## config.mk

```make
export PLATFORM = sky130hd
export DESIGN_NAME = xlat_walker
export DESIGN_NICKNAME = d
export VERILOG_FILES = /design/src/rtl/xlat_walker.sv
export SDC_FILE = /design/constraint.sdc
export NUM_CORES = 1
export LEC_CHECK = 0
export BUFFER_PORTS_ARGS = -buffer_cell sky130_fd_sc_hd__buf_2
export CELL_PAD_IN_SITES_DETAIL_PLACEMENT = 1
export CELL_PAD_IN_SITES_GLOBAL_PLACEMENT = 1
export CORE_MARGIN = 2
export CORE_UTILIZATION = 30
export DETAILED_ROUTE_END_ITERATION = 10
export PLACE_DENSITY_LB_ADDON = 0.1
export RECOVER_POWER = 50
export REMOVE_ABC_BUFFERS = 1
export SYNTH_ARGS = -nofsm -noshare
export SYNTH_HDL_FRONTEND = slang
export SYNTH_SLANG_ARGS = --single-unit
```

## constraint.sdc

```tcl
create_clock -name clk -period 1.9 [get_ports clk]
set_input_delay 0.285 -clock clk [delete_from_list [all_inputs] [get_ports clk]]
set_output_delay 0.285 -clock clk [all_outputs]
set_load 0.05 [all_outputs]
```

## src/rtl/xlat_walker.sv

```systemverilog
module xlat_walker (
  input  logic        clk,
  input  logic        rst_n,
  input  logic        req_valid,
  output logic        req_ready,
  input  logic [31:0] req_va,
  input  logic [31:0] req_tbase,
  output logic        mem_req_valid,
  input  logic        mem_req_ready,
  output logic [31:0] mem_addr,
  input  logic        mem_rsp_valid,
  input  logic [31:0] mem_rdata,
  output logic        rsp_valid,
  output logic [31:0] rsp_pa,
  output logic [1:0]  rsp_ap,
  output logic [3:0]  rsp_dom,
  output logic        rsp_buf,
  output logic        rsp_cache,
  output logic [2:0]  rsp_kind,
  output logic [1:0]  rsp_fault
);

  typedef enum logic [2:0] {IDLE, L1_REQ, L1_WAIT, L2_REQ, L2_WAIT, DONE} state_t;

  state_t      st;
  logic [31:0] va_q;
  logic [17:0] base_q;
  logic [31:0] l2a_q;
  logic [3:0]  dom_q;

  assign req_ready     = (st == IDLE);
  assign rsp_valid     = (st == DONE);
  assign mem_req_valid = (st == L1_REQ) || (st == L2_REQ);
  assign mem_addr      = (st == L2_REQ) ? l2a_q : {base_q, va_q[31:20], 2'b00};

  function automatic logic [1:0] quarter_ap(input logic [31:0] d, input logic [1:0] q);
    case (q)
      2'd0:    quarter_ap = d[5:4];
      2'd1:    quarter_ap = d[7:6];
      2'd2:    quarter_ap = d[9:8];
      default: quarter_ap = d[11:10];
    endcase
  endfunction

  wire [31:0] d = mem_rdata;

  always_ff @(posedge clk or negedge rst_n) begin
    if (!rst_n) begin
      st        <= IDLE;
      va_q      <= '0;
      base_q    <= '0;
      l2a_q     <= '0;
      dom_q     <= '0;
      rsp_pa    <= '0;
      rsp_ap    <= '0;
      rsp_dom   <= '0;
      rsp_buf   <= 1'b0;
      rsp_cache <= 1'b0;
      rsp_kind  <= '0;
      rsp_fault <= '0;
    end else begin
      case (st)
        IDLE: if (req_valid) begin
          va_q   <= req_va;
          base_q <= req_tbase[31:14];
          st     <= L1_REQ;
        end
        L1_REQ: if (mem_req_ready) st <= L1_WAIT;
        L1_WAIT: if (mem_rsp_valid) begin
          dom_q     <= d[8:5];
          rsp_pa    <= '0;
          rsp_ap    <= '0;
          rsp_dom   <= '0;
          rsp_buf   <= 1'b0;
          rsp_cache <= 1'b0;
          rsp_kind  <= 3'd0;
          rsp_fault <= 2'b00;
          case (d[1:0])
            2'b00: begin
              rsp_fault <= 2'b01;
              st        <= DONE;
            end
            2'b10: begin
              rsp_dom   <= d[8:5];
              rsp_ap    <= d[11:10];
              rsp_buf   <= d[2];
              rsp_cache <= d[3];
              if (d[18]) begin
                rsp_pa   <= {d[31:24], va_q[23:0]};
                rsp_kind <= 3'd2;
              end else begin
                rsp_pa   <= {d[31:20], va_q[19:0]};
                rsp_kind <= 3'd1;
              end
              st <= DONE;
            end
            2'b01: begin
              l2a_q <= {d[31:10], va_q[19:12], 2'b00};
              st    <= L2_REQ;
            end
            default: begin
              l2a_q <= {d[31:12], va_q[19:10], 2'b00};
              st    <= L2_REQ;
            end
          endcase
        end
        L2_REQ: if (mem_req_ready) st <= L2_WAIT;
        L2_WAIT: if (mem_rsp_valid) begin
          rsp_dom   <= dom_q;
          rsp_buf   <= d[2];
          rsp_cache <= d[3];
          case (d[1:0])
            2'b00: begin
              rsp_fault <= 2'b10;
              rsp_kind  <= 3'd0;
              rsp_pa    <= '0;
              rsp_ap    <= '0;
              rsp_buf   <= 1'b0;
              rsp_cache <= 1'b0;
            end
            2'b01: begin
              rsp_pa   <= {d[31:16], va_q[15:0]};
              rsp_ap   <= quarter_ap(d, va_q[15:14]);
              rsp_kind <= 3'd3;
            end
            2'b10: begin
              rsp_pa   <= {d[31:12], va_q[11:0]};
              rsp_ap   <= quarter_ap(d, va_q[11:10]);
              rsp_kind <= 3'd4;
            end
            default: begin
              rsp_pa   <= {d[31:10], va_q[9:0]};
              rsp_ap   <= d[5:4];
              rsp_kind <= 3'd5;
            end
          endcase
          st <= DONE;
        end
        default: st <= IDLE;
      endcase
    end
  end

endmodule


```

* Word-level counts from Yosys, hierarchy flattened *
Index checks and enable logic that the tools add are counted.

word-level totals
  input port bits = 101
  bits in registers = 134
  word-level logic and storage cells = 90
  output and inout port bits = 80

operators by class
  mux-type cells = 47
  equal/unequal tests = 17
  reduce and logical (&&, ||, !) cells = 13
  bitwise logic cells = 1

operator list
  cell                  count
  $mux W32              4
  $pmux W32 S2          2
  $pmux W32 S3          1
  $mux W24              1
  $mux W3               8
  $pmux W2 S3           3
  $mux W2               8
  $pmux W3 S5           1
  $mux W4               3
  $ne A2 B2 Y1 const B  5
  $mux W1               9
  $pmux W3 S3           1
  $pmux W2 S2           2
  $pmux W4 S2           1
  $eq A2 B1 Y1 const B  3
  $eq A2 B2 Y1 const B  3
  $eq A3 B2 Y1 const B  2
  $eq A3 B3 Y1 const B  2
  $logic_not A2 Y1      3
  $pmux W3 S2           1
  $reduce_and A3 Y1     2
  $reduce_and A5 Y1     1
  $pmux W1 S2           2
  $reduce_and A2 Y1     2
  other kinds (8)       8

* Longest topological paths before layout *
Gate-level depths: netlist of the first run.

  word-level depth = 5
  depth in mapped cells = 7
  depth with buffers taken out = 4

* Worst setup path after synthesis of the first run *
No wires, ideal clock.

  path kind = register to register
  start = reg st[1]
  end = reg base_q[0]
  clock period less this slack = 2.633 ns
  data arrival time = 2.508 ns
  cell stages (with the launch flop) = 7
  buffers on the path = 3
  path slack = -0.733 ns
  data required time = 1.775 ns
  library setup time = 0.125 ns
  cell sequence = dfrtp_1 -> buf_4 -> nor3_1 -> and2_1 -> buf_4 -> buf_6 -> mux2_2

between the ends
  word-level cells in the longest chain between the ends = 2

RTL lines
  element                      line  RTL
  start, declared              25    state_t st;
  start signal, assigned       49    st <= IDLE;
  start signal, assigned       66    st <= L1_REQ;
  start signal, assigned       68    L1_REQ: if (mem_req_ready) st <= L1_WAIT;
  $logic_not A3 Y1             n/a
  net req_ready                5     output logic req_ready,
  $reduce_and A2 Y1 (no line)  n/a
  end signal, assigned         65    base_q <= req_tbase[31:14];
  end, declared                27    logic [17:0] base_q;

The timed path passes the listed nets, and every way through them passes these cells.
A chain may end at the register's enable or synchronous reset.

* Worst setup path after layout of the first run *
  start = reg st[2]
  end = out mem_addr[24]

between the ends
  word-level cells in the longest chain between the ends = 2

RTL lines
  element        line  RTL
  $eq A3 B2 Y1   34    assign mem_addr = (st == L2_REQ) ? l2a_q : {base_q, va_q[31:20], 2'b00};
  $mux W32       34
  end, declared  10    output logic [31:0] mem_addr,

No other way between the ends.

==> results of run 1 <==
==> Yosys cell counts (2+ instances only) <==
| master | count |
|---|---|
| a22oi_1 | 10 |
| clkbuf_1 | 11 |
| mux2i_1 | 9 |
| nor2_1 | 8 |
| nor3b_1 | 2 |
| buf_6 | 7 |
| a32oi_1 | 5 |
| and3_1 | 6 |
| o22ai_1 | 2 |
| a31oi_1 | 3 |
| o21ai_0 | 18 |
| mux2_2 | 105 |
| inv_1 | 5 |
| nand2_1 | 42 |
| and3b_1 | 2 |
| nand2b_1 | 2 |
| nor3_1 | 2 |
| buf_4 | 8 |
| dfrtp_1 | 132 |
| a21oi_2 | 2 |
| nor2b_1 | 5 |
| a21oi_1 | 12 |
| o21ai_1 | 17 |
| nand3b_1 | 2 |
| buf_2 | 7 |
| and2_1 | 3 |
| a22o_1 | 22 |
==> per-layer routing <==
layer | vias to the layer above | track usage | routed length (um)
met4 | 2 | 0.0583 | 236
met5 | - | 0 | 11
met1 | 2266 | 0.228 | 8050
met2 | 135 | 0.296 | 8710
met3 | 23 | 0.0586 | 1210
li1 | 2058 | - | -
==> power breakdown <==
group / internal, mW / leakage, nW / switching [mW]
clock: 2.25 / 0.304 / 1.33
combinational: 3.38 / 1.85 / 5.06
sequential: 4.09 / 1.65 / 0.819
==> cell type report <==
type	instances	area share
Clock inverter	14	0.0244
Sequential cell	132	0.403
Tap cell	265	0.0404
Inverter	5	0.00229
Timing Repair Buffer	200	0.179
Clock buffer	18	0.0535
Multi-Input combinational cell	299	0.298
==> kinds of logic after synthesis <==
kind of cell | after synthesis | share of synthesized area
and+or+nand+nor | 81 | 0.0711
DFF | 132 | 0.557
AOI/OAI and AO/OA | 101 | 0.115
buffers and inverters | 40 | 0.0409
xor gates and xnor gates | 1 | 0.00148
other | 1 | 0.000632
muxes | 114 | 0.214
==> registers in the layout (all words and copies together) (netlist names) <==
| name | count |
|---|---|
| base_q | 18 |
| dom_q | 4 |
| l2a_q | 30 |
| rsp_ap | 2 |
| rsp_buf | 1 |
| rsp_cache | 1 |
| rsp_dom | 4 |
| rsp_fault | 2 |
| rsp_kind | 3 |
| rsp_pa | 32 |
| st | 3 |
| va_q | 32 |
==> tightest hold or removal path: cells and delay by family <==
kind                   cells  cell delay, ps
AOI/OAI and AO/OA          1              60
and+or+nand+nor            1              40
buffers and inverters      1              80
==> through the flow <==
step                      worst slack, ps  power [mW]  instances  hold WS (ps)  TNS [ps]
after floorplan                     -1650        10.2        436         -10.6   -137700
after global placement                115        12.2        888           239         0
after detailed placement             42.3        12.4        888           246         0
after CTS                            -248        17.0        930          61.1     -6490
after global routing                 -280        17.9        933          75.4    -13530
final                                -231        16.9        933          78.9     -6520
==> timing repair <==
item | CTS | global route
buffers inserted | 6 | 3
cloned | 3 | 1
pin swaps | 0 | 4
hold endpoints to repair | 42 | 0
endpoints found under the setup margin | 31 | 78
hold buffers | 1 | 0
resized for setup | 76 | 11
==> worst min path at each step <==
stage	from	endpoint	slack [ps]
5_1_grt	mem_rdata[2]	rsp_buf	80
4_1_cts	mem_rdata[2]	rsp_buf	60
6_report	req_va[10]	va_q[10]	80
3_3_place_gp	rst_n	l2a_q[22]	240
3_5_place_dp	rst_n	l2a_q[22]	250
2_1_floorplan	rst_n	base_q[0]	-10
==> results.py, run 1 <==
metrics = {
    "status": {
        "status": "finished, violations left",
        "failed_checks": "setup timing",
    },
    "setup_path": {
        "cp.buffers_inverters": 3,
        "crit_cells": 6,
        "reg2reg_slack_ps": -70,
        "crit_slowest_cell": "dfrtp_2",
        "reg2regPathDepth": 6,
        "arrival_ps": 1850,
        "critical_path_class": "flop to output port",
        "crit_fanout": 9,
        "path_cells": "nor2b_4 -> nand2_4 -> buf_6 -> buf_12 -> mux2_4 -> buf_8",
        "crit_path_end_kind": "output port",
        "rr_endpoint": "l2a_q[30]",
        "startpoint_type": "flop",
        "crit_path_end": "mem_addr[24]",
        "crit_required_ps": 1620,
        "crit_start": "st[2]",
        "reg2reg_from": "st[0]",
        "crit_family": "buffers and inverters",
        "slowest_delay_ps": 430,
    },
    "power_and_ir_drop": {
        "p_leak_nw": 3.80,
        "ir_drop_mv": 0.737,
        "power_density_mw_per_mm2": 2060,
    },
    "die": {
        "chipHeight_um": 145,
        "row_count": 51,
        "coreArea_mm2": 0.0195,
        "dieArea_mm2": 0.0209,
        "num_io_pins": 181,
        "initial_utilization": 0.305,
        "fp.dieW_um": 145,
    },
    "cells_and_area": {
        "final_nets": 756,
        "seqCellArea_mm2": 0.00331,
        "fin_util": 0.422,
        "multi_input_area_mm2": 0.00245,
        "n_antenna_cell": 0,
        "fillers": 2107,
        "layout_commonest_cell": "dfrtp_1",
        "fin_area_mm2": 0.00821,
        "synthToLayoutAreaGrowth_pct": 38.3,
        "final_cell_mix": "dfrtp_1 (130), buf_2 (111), mux2_2 (100)",
        "drive_gt1_frac": 0.499,
    },
    "route": {
        "firstDrtPassIters": 6,
        "vias_per_cell": 4.81,
        "wl_mm": 18.2,
        "remaining_drc_errors": 0,
        "vias": 4484,
        "drtAntennaViolNets": 0,
        "routedWlPerCell_um": 19.5,
        "drt_iter0_drc": 133,
    },
    "sta": {
        "period_share": 1.12,
        "fmax_ghz": 0.469,
        "fin_skew_ps": 6.82,
        "hold_violations": 0,
        "drv_slew": 0,
        "setup_viol_count_final": 51,
        "tightest_slew_ps": 1130,
        "post-route-min-period_ps": 2130,
        "slew_headroom": 0.248,
        "setup_slack_ps": -231,
        "rsz0062_at_grt": "yes",
    },
    "global_routing": {
        "grt_max_degree": 47,
        "grt_usage": 0.181,
        "gr-total-overflow": 0,
        "antenna_found_initial": 1,
        "grt_pass1_vias": 4944,
        "grt_pass1_wl_mm": 28.2,
    },
    "clock_network": {
        "htree_levels": 4,
        "clock_path_buffers": 2,
        "clkTransAtPathRegs_ps": 60,
        "clk-insertion-delay-late_ps": 420,
        "clock-sinks": 132,
        "cts_tree": "done",
        "cts-buffers-inserted": 17,
        "clock_tree.root_cell": "clkbuf_16",
    },
    "yosys": {
        "synth_seq_area_share": 0.557,
        "syn_inst": 470,
        "async_reset_ff_frac": 1.00,
        "synth-seq-cells": 132,
        "syn_area_per_cell_um2": 12.6,
        "syn_area_mm2": 0.00593,
        "synth_top_area_share": 0.557,
        "synth_edf_count": 0,
        "synth_cell_types": 48,
        "netlist_top_cells_area": "dfrtp_1 (56%), mux2_2 (20%), a22o_1 (3.2%)",
        "ys.warnings.count": 0,
        "synthFlopType": "dfrtp_1",
        "synth_top_cell_by_area": "dfrtp_1",
    },
    "placed_design": {
        "placement.io_buffers": 164,
        "dpl_cell_area_mm2": 0.00717,
        "dp_hpwl_mm": 12.1,
        "routabilityCongestion": 0.716,
    },
    "hold_path": {
        "hold_class": "input pin to flop",
        "holdPathStages": 3,
    },
    "flow_run": {
        "maxCapViolations": 0,
    },
}
Power figures use the tool's default switching activity.
==> run 2, diff against run 1 <==
--- a/config.mk
+++ b/config.mk
@@ -8,6 +8,7 @@
 export BUFFER_PORTS_ARGS = -buffer_cell sky130_fd_sc_hd__buf_2
 export CELL_PAD_IN_SITES_DETAIL_PLACEMENT = 1
 export CELL_PAD_IN_SITES_GLOBAL_PLACEMENT = 1
+export CORE_ASPECT_RATIO = 0.5
 export CORE_MARGIN = 2
 export CORE_UTILIZATION = 30
 export DETAILED_ROUTE_END_ITERATION = 10
==> results.py, run 2 (synthesized netlist as in run 1, its figures left out) <==
metrics = {
    "route": {
        "vias": 4522,
        "drtAntennaViolNets": 0,
        "wl_mm": 18.7,
        "routedWlPerCell_um": 19.6,
        "vias_per_cell": 4.73,
        "drt_iter0_drc": 139,
        "firstDrtPassIters": 4,
        "remaining_drc_errors": 0,
    },
    "die": {
        "num_io_pins": 181,
        "dieArea_mm2": 0.0210,
        "chipHeight_um": 103,
        "fp.dieW_um": 203,
        "coreArea_mm2": 0.0194,
        "initial_utilization": 0.306,
        "row_count": 36,
    },
    "setup_path": {
        "arrival_ps": 1820,
        "crit_required_ps": 1620,
        "path_cells": "nor2b_4 -> nand2_4 -> buf_12 -> buf_12 -> mux2_4 -> buf_8",
        "crit_fanout": 6,
        "critical_path_class": "flop to output port",
        "crit_family": "buffers and inverters",
        "cp_common_cell": "buf_12",
        "startpoint_type": "flop",
        "crit_path_end_kind": "output port",
        "crit_slowest_cell": "dfrtp_1",
        "slowest_delay_ps": 400,
        "cp.buffers_inverters": 3,
    },
    "power_and_ir_drop": {
        "p_int_mw": 9.97,
        "p_sw_mw": 7.23,
        "power_density_mw_per_mm2": 2020,
        "p_sw_frac": 0.420,
        "p_comb_frac": 0.516,
        "p_clk_frac": 0.202,
        "p_seq_frac": 0.282,
        "ir_drop_mv": 0.650,
        "p_leak_nw": 4.03,
    },
    "sta": {
        "tightest_slew_ps": 974,
        "setup_slack_ps": -207,
        "period_share": 1.11,
        "fin_skew_ps": 7.25,
        "rsz0062_at_grt": "yes",
        "post-route-min-period_ps": 2110,
        "slew_headroom": 0.351,
        "tns_ps": -5350,
        "drv_slew": 0,
        "setup_viol_count_final": 30,
        "fmax_ghz": 0.475,
        "hold_violations": 0,
    },
    "global_routing": {
        "grt_pass1_wl_mm": 27.5,
        "antenna_found_initial": 1,
        "grt_max_degree": 42,
        "grt_usage": 0.176,
        "grt_pass1_vias": 4729,
        "gr-total-overflow": 0,
    },
    "placed_design": {
        "placement.io_buffers": 164,
        "place_inst": 897,
        "dp_hpwl_mm": 12.3,
        "dpl_cell_area_mm2": 0.00726,
        "routabilityCongestion": 0.735,
    },
    "status": {
        "failed_checks": "setup timing",
        "status": "finished, violations left",
    },
    "cells_and_area": {
        "final_nets": 777,
        "fin_area_mm2": 0.00850,
        "layout_commonest_cell": "buf_2",
        "fillers": 2079,
        "top_regs": "rsp_pa: 32 flops, va_q: 32 flops, l2a_q: 30 flops",
        "fin_util": 0.438,
        "final_cell_mix": "buf_2 (133), dfrtp_1 (131), mux2_2 (99)",
        "synthToLayoutAreaGrowth_pct": 43.3,
        "fin_cells": 956,
        "drive_gt1_frac": 0.547,
    },
    "hold_path": {
        "hold_class": "input pin to flop",
    },
    "clock_network": {
        "clock-sinks": 132,
        "htree_levels": 4,
        "clock_tree.root_cell": "clkbuf_16",
        "cts-buffers-inserted": 17,
        "clkTransAtPathRegs_ps": 60,
        "clk-insertion-delay-late_ps": 420,
        "cts_tree": "done",
        "clock_path_buffers": 2,
    },
    "flow_run": {
        "maxCapViolations": 0,
    },
}
-- run 2: changes by cell type in the layout (fill, tap and decap cells not counted), moves of 3 or more --
cell and change:
buf_2 +22, buf_4 +12, clkbuf_1 -21, clkbuf_16 +3
inv_6 -4
-- run 2: routing by layer --
layer  wire (um)  global-route usage
met4         138              0.0505
met5           0                   0
met3         924              0.0498
met1        9100               0.240
met2        8580               0.278
-- run 2: cell type report --
class / count / area [um^2] / share of cell area
well taps: 266 / 333 / 0.0391
inverters: 5 / 18.8 / 0.00221
multi-input cells: 299 / 2480 / 0.292
diodes: 1 / 2.50 / 0.000294
repair buffers: 221 / 1740 / 0.205
flip-flops and latches: 132 / 3300 / 0.389
clock inverters: 12 / 154 / 0.0181
clock buffers: 20 / 467 / 0.0549
-- run 2: power by group through the flow --
stage	clock network, mW	logic [mW]	registers, mW
floorplan	0	4.28	5.93
global placement	0	7.51	4.87
detailed placement	0	7.60	4.91
CTS	3.57	8.63	4.86
global route	3.70	9.39	5.06
finish	3.47	8.87	4.86
-- run 2: path summary, 6_finish.rpt --
check,from,endpoint,slack [ps],cells past startpoint
worst min register to register,l2a_q[5],l2a_q[5],490,2
worst max register to register,st[2],va_q[15],90,6
min in group asynchronous,rst_n,va_q[3],560,2
worst min-delay path,req_va[11],va_q[11],80,3
max in group asynchronous,rst_n,rsp_fault[0],180,3
worst max-delay path,st[2],mem_addr[8],-210,6
-- run 2: through the flow --
stage                     power [mW]  setup WS, ps  hold WS, ps
after global placement          12.4           136          223
after floorplan                 10.2         -1650        -10.6
final                           17.2          -207         79.4
after CTS                       17.1          -233         62.7
after detailed placement        12.5           114          226
after global routing            18.2          -266         72.3
-- run 2: repair_timing --
action,CTS,global route
setup buffers,7,16
hold buffers,1,0
gates resized for setup,73,26
endpoints found under the hold margin,35,0
pin swaps,1,8
endpoints found under the setup margin,30,61
gates cloned,3,4
-- run 2: worst register-to-register path, stage by stage, from the launching register on --
cell and delay, ps:
dfrtp_1 400, buf_4 160, nor3_1 240, and2_2 210
buf_12 160, buf_12 170, mux2_2 350
==> run 3, diff against run 2 <==
--- a/config.mk
+++ b/config.mk
@@ -5,6 +5,7 @@
 export SDC_FILE = /design/constraint.sdc
 export NUM_CORES = 1
 export LEC_CHECK = 0
+export ABC_AREA = 1
 export BUFFER_PORTS_ARGS = -buffer_cell sky130_fd_sc_hd__buf_2
 export CELL_PAD_IN_SITES_DETAIL_PLACEMENT = 1
 export CELL_PAD_IN_SITES_GLOBAL_PLACEMENT = 1
==> results.py, run 3 <==
metrics = {
    "status": {
        "status": "finished, violations left",
        "failed_checks": "setup timing",
    },
    "route": {
        "drtAntennaViolNets": 0,
        "vias_per_cell": 4.62,
        "routedWlPerCell_um": 17.0,
        "drt_iter0_drc": 216,
        "wl_mm": 19.6,
        "remaining_drc_errors": 0,
        "firstDrtPassIters": 5,
        "vias": 5310,
    },
    "power_and_ir_drop": {
        "p_sw_frac": 0.455,
        "p_comb_frac": 0.535,
        "ir_drop_mv": 0.770,
        "p_clk_frac": 0.194,
        "p_sw_mw": 8.23,
        "p_int_mw": 9.85,
        "power_density_mw_per_mm2": 2100,
        "p_leak_nw": 4.58,
        "p_seq_frac": 0.271,
    },
    "sta": {
        "fin_skew_ps": 8.71,
        "tightest_slew_ps": 1100,
        "post-route-min-period_ps": 2030,
        "fmax_ghz": 0.493,
        "hold_violations": 0,
        "period_share": 1.07,
        "holdWs_ps": 93.6,
        "setup_viol_count_final": 31,
        "drv_slew": 0,
        "slew_headroom": 0.265,
        "setup_slack_ps": -129,
        "rsz0062_at_grt": "yes",
    },
    "clock_network": {
        "clock-sinks": 132,
        "clkTransAtPathRegs_ps": 60,
        "cts-buffers-inserted": 17,
        "clock_tree.root_cell": "clkbuf_16",
        "clock_path_buffers": 2,
        "cts_tree": "done",
        "htree_levels": 4,
        "clk-insertion-delay-late_ps": 410,
    },
    "hold_path": {
        "holdPathStages": 3,
        "min_to": "rsp_cache",
        "worstHoldStart": "mem_rdata[3]",
        "hold_class": "input pin to flop",
    },
    "yosys": {
        "ys.warnings.count": 0,
        "syn_area_mm2": 0.00607,
        "synth_edf_count": 0,
        "synth.most_common_cell": "nand2_1",
        "syn_inst": 678,
        "synth_seq_area_share": 0.544,
        "synth-seq-cells": 132,
        "async_reset_ff_frac": 1.00,
        "synth_commonest_cells": "nand2_1 (215), dfrtp_1 (132), inv_1 (56)",
        "synthFlopType": "dfrtp_1",
        "synth_top_area_share": 0.544,
        "netlist_top_cells_area": "dfrtp_1 (54%), nand2_1 (13%), mux2_4 (7.7%)",
        "synth_top_cell_by_area": "dfrtp_1",
        "syn_area_per_cell_um2": 8.96,
        "synth_cell_types": 25,
    },
    "placed_design": {
        "dp_hpwl_mm": 13.8,
        "dpl_cell_area_mm2": 0.00730,
        "place_inst": 1101,
        "placement.io_buffers": 164,
        "pre_cts_slack_ps": 117,
        "routabilityCongestion": 0.776,
    },
    "cells_and_area": {
        "fin_cells": 1150,
        "final_cell_mix": "nand2_1 (182), dfrtp_1 (132), buf_2 (130)",
        "drive_gt1_frac": 0.374,
        "final_nets": 972,
        "layout_commonest_cell": "nand2_1",
        "fin_area_mm2": 0.00861,
        "top_regs": "rsp_pa: 32 flops, va_q: 32 flops, l2a_q: 30 flops",
        "n_antenna_cell": 0,
        "synthToLayoutAreaGrowth_pct": 41.8,
    },
    "setup_path": {
        "rr_endpoint": "rsp_pa[20]",
        "reg2regPathDepth": 9,
        "critical_path_class": "flop to output port",
        "arrival_ps": 1740,
        "crit_path_end_kind": "output port",
        "startpoint_type": "flop",
        "reg2reg_slack_ps": 0,
        "crit_fanout": 12,
        "crit_required_ps": 1620,
        "reg2reg_from": "st[1]",
    },
    "die": {
        "dieArea_mm2": 0.0215,
        "coreArea_mm2": 0.0196,
        "initial_utilization": 0.309,
        "chipHeight_um": 105,
        "row_count": 36,
        "num_io_pins": 181,
        "fp.dieW_um": 205,
    },
    "flow_run": {
        "maxCapViolations": 0,
    },
    "global_routing": {
        "gr-total-overflow": 0,
        "antenna_found_initial": 0,
        "grt_usage": 0.186,
        "grt_max_degree": 44,
        "grt_pass1_vias": 5560,
        "grt_pass1_wl_mm": 30.6,
    },
}
[run 3: cell count changes in the layout (fill, tap and decap cells not counted), moves of 14 or more]
cell / delta
a21oi_1: +35
nand2_4: +20
nand2_2: +18
inv_1: +50
nand2_1: +143
nor2_1: +34
nand3_1: +14
mux2_2: -99
a22o_1: -22
mux2_4: +25
o21ai_1: +18
[run 3: final cells by class]
cell class	count	area [um^2]
Inverter	65	256
Fill cell	2303	11000
Tap cell	266	333
Clock buffer	20	447
Sequential cell	132	3300
Timing Repair Buffer	204	1500
Clock inverter	12	178
Multi-Input combinational cell	451	2590
[run 3: timing repair]
item	in CTS	in global routing
gates resized for setup	123	39
hold endpoints to repair	37	0
pin swaps	9	8
gates cloned	2	2
hold buffers	1	0
setup endpoints to repair	31	66
buffers inserted	9	5
[run 3: kinds of logic (layout without fill, tap and decap cells)]
family          Yosys count  count (layout)  synth area share
flops                   132             132             0.544
simple gates            287             287             0.191
other cells               1               2          0.000617
mux                      31              31            0.0766
buf+inv                  96             301            0.0739
compound gates          131             131             0.115
[run 3: power by group through the flow]
stage	logic, mW	registers [mW]	clock network (mW)
after floorplan	4.65	5.91	0
after global placement	7.92	4.83	0
after detailed placement	8.01	4.87	0
after CTS	9.32	4.87	3.61
after global routing	10.4	5.06	3.74
final	9.67	4.91	3.51
[run 3: worst max path at each step]
stage / from / to / slack, ps / cells after the start
after floorplan: st[2] / mem_addr[10] / -790 / 3
after global placement: st[1] / mem_addr[12] / 140 / 8
after detailed placement: st[1] / mem_addr[18] / 120 / 8
after CTS: st[1] / mem_addr[5] / -130 / 7
after global routing: st[1] / mem_addr[14] / -210 / 9
final: st[2] / mem_addr[23] / -130 / 7
[run 3: critical path, cell delays in order, from the launching register on]
cell	delay (ps)
dfrtp_1	410
nor2_4	150
nand2_4	100
buf_4	180
buf_12	150
nand2_1	120
nand2_4	60
buf_8	140
[run 3: per-layer routing]
layer  share of wire  track usage
met3           0.030       0.0390
met5               0            0
met4          0.0085       0.0452
met2            0.47        0.291
met1            0.49        0.264
[run 3: stage by stage]
step                utilization  power (mW)  setup TNS (ps)
finish                    0.439        18.1           -2480
global route              0.439        19.2           -9810
CTS                       0.428        17.8           -3160
detailed placement        0.372        12.9               0
global placement          0.372        12.7               0
floorplan                     -        10.6          -39690
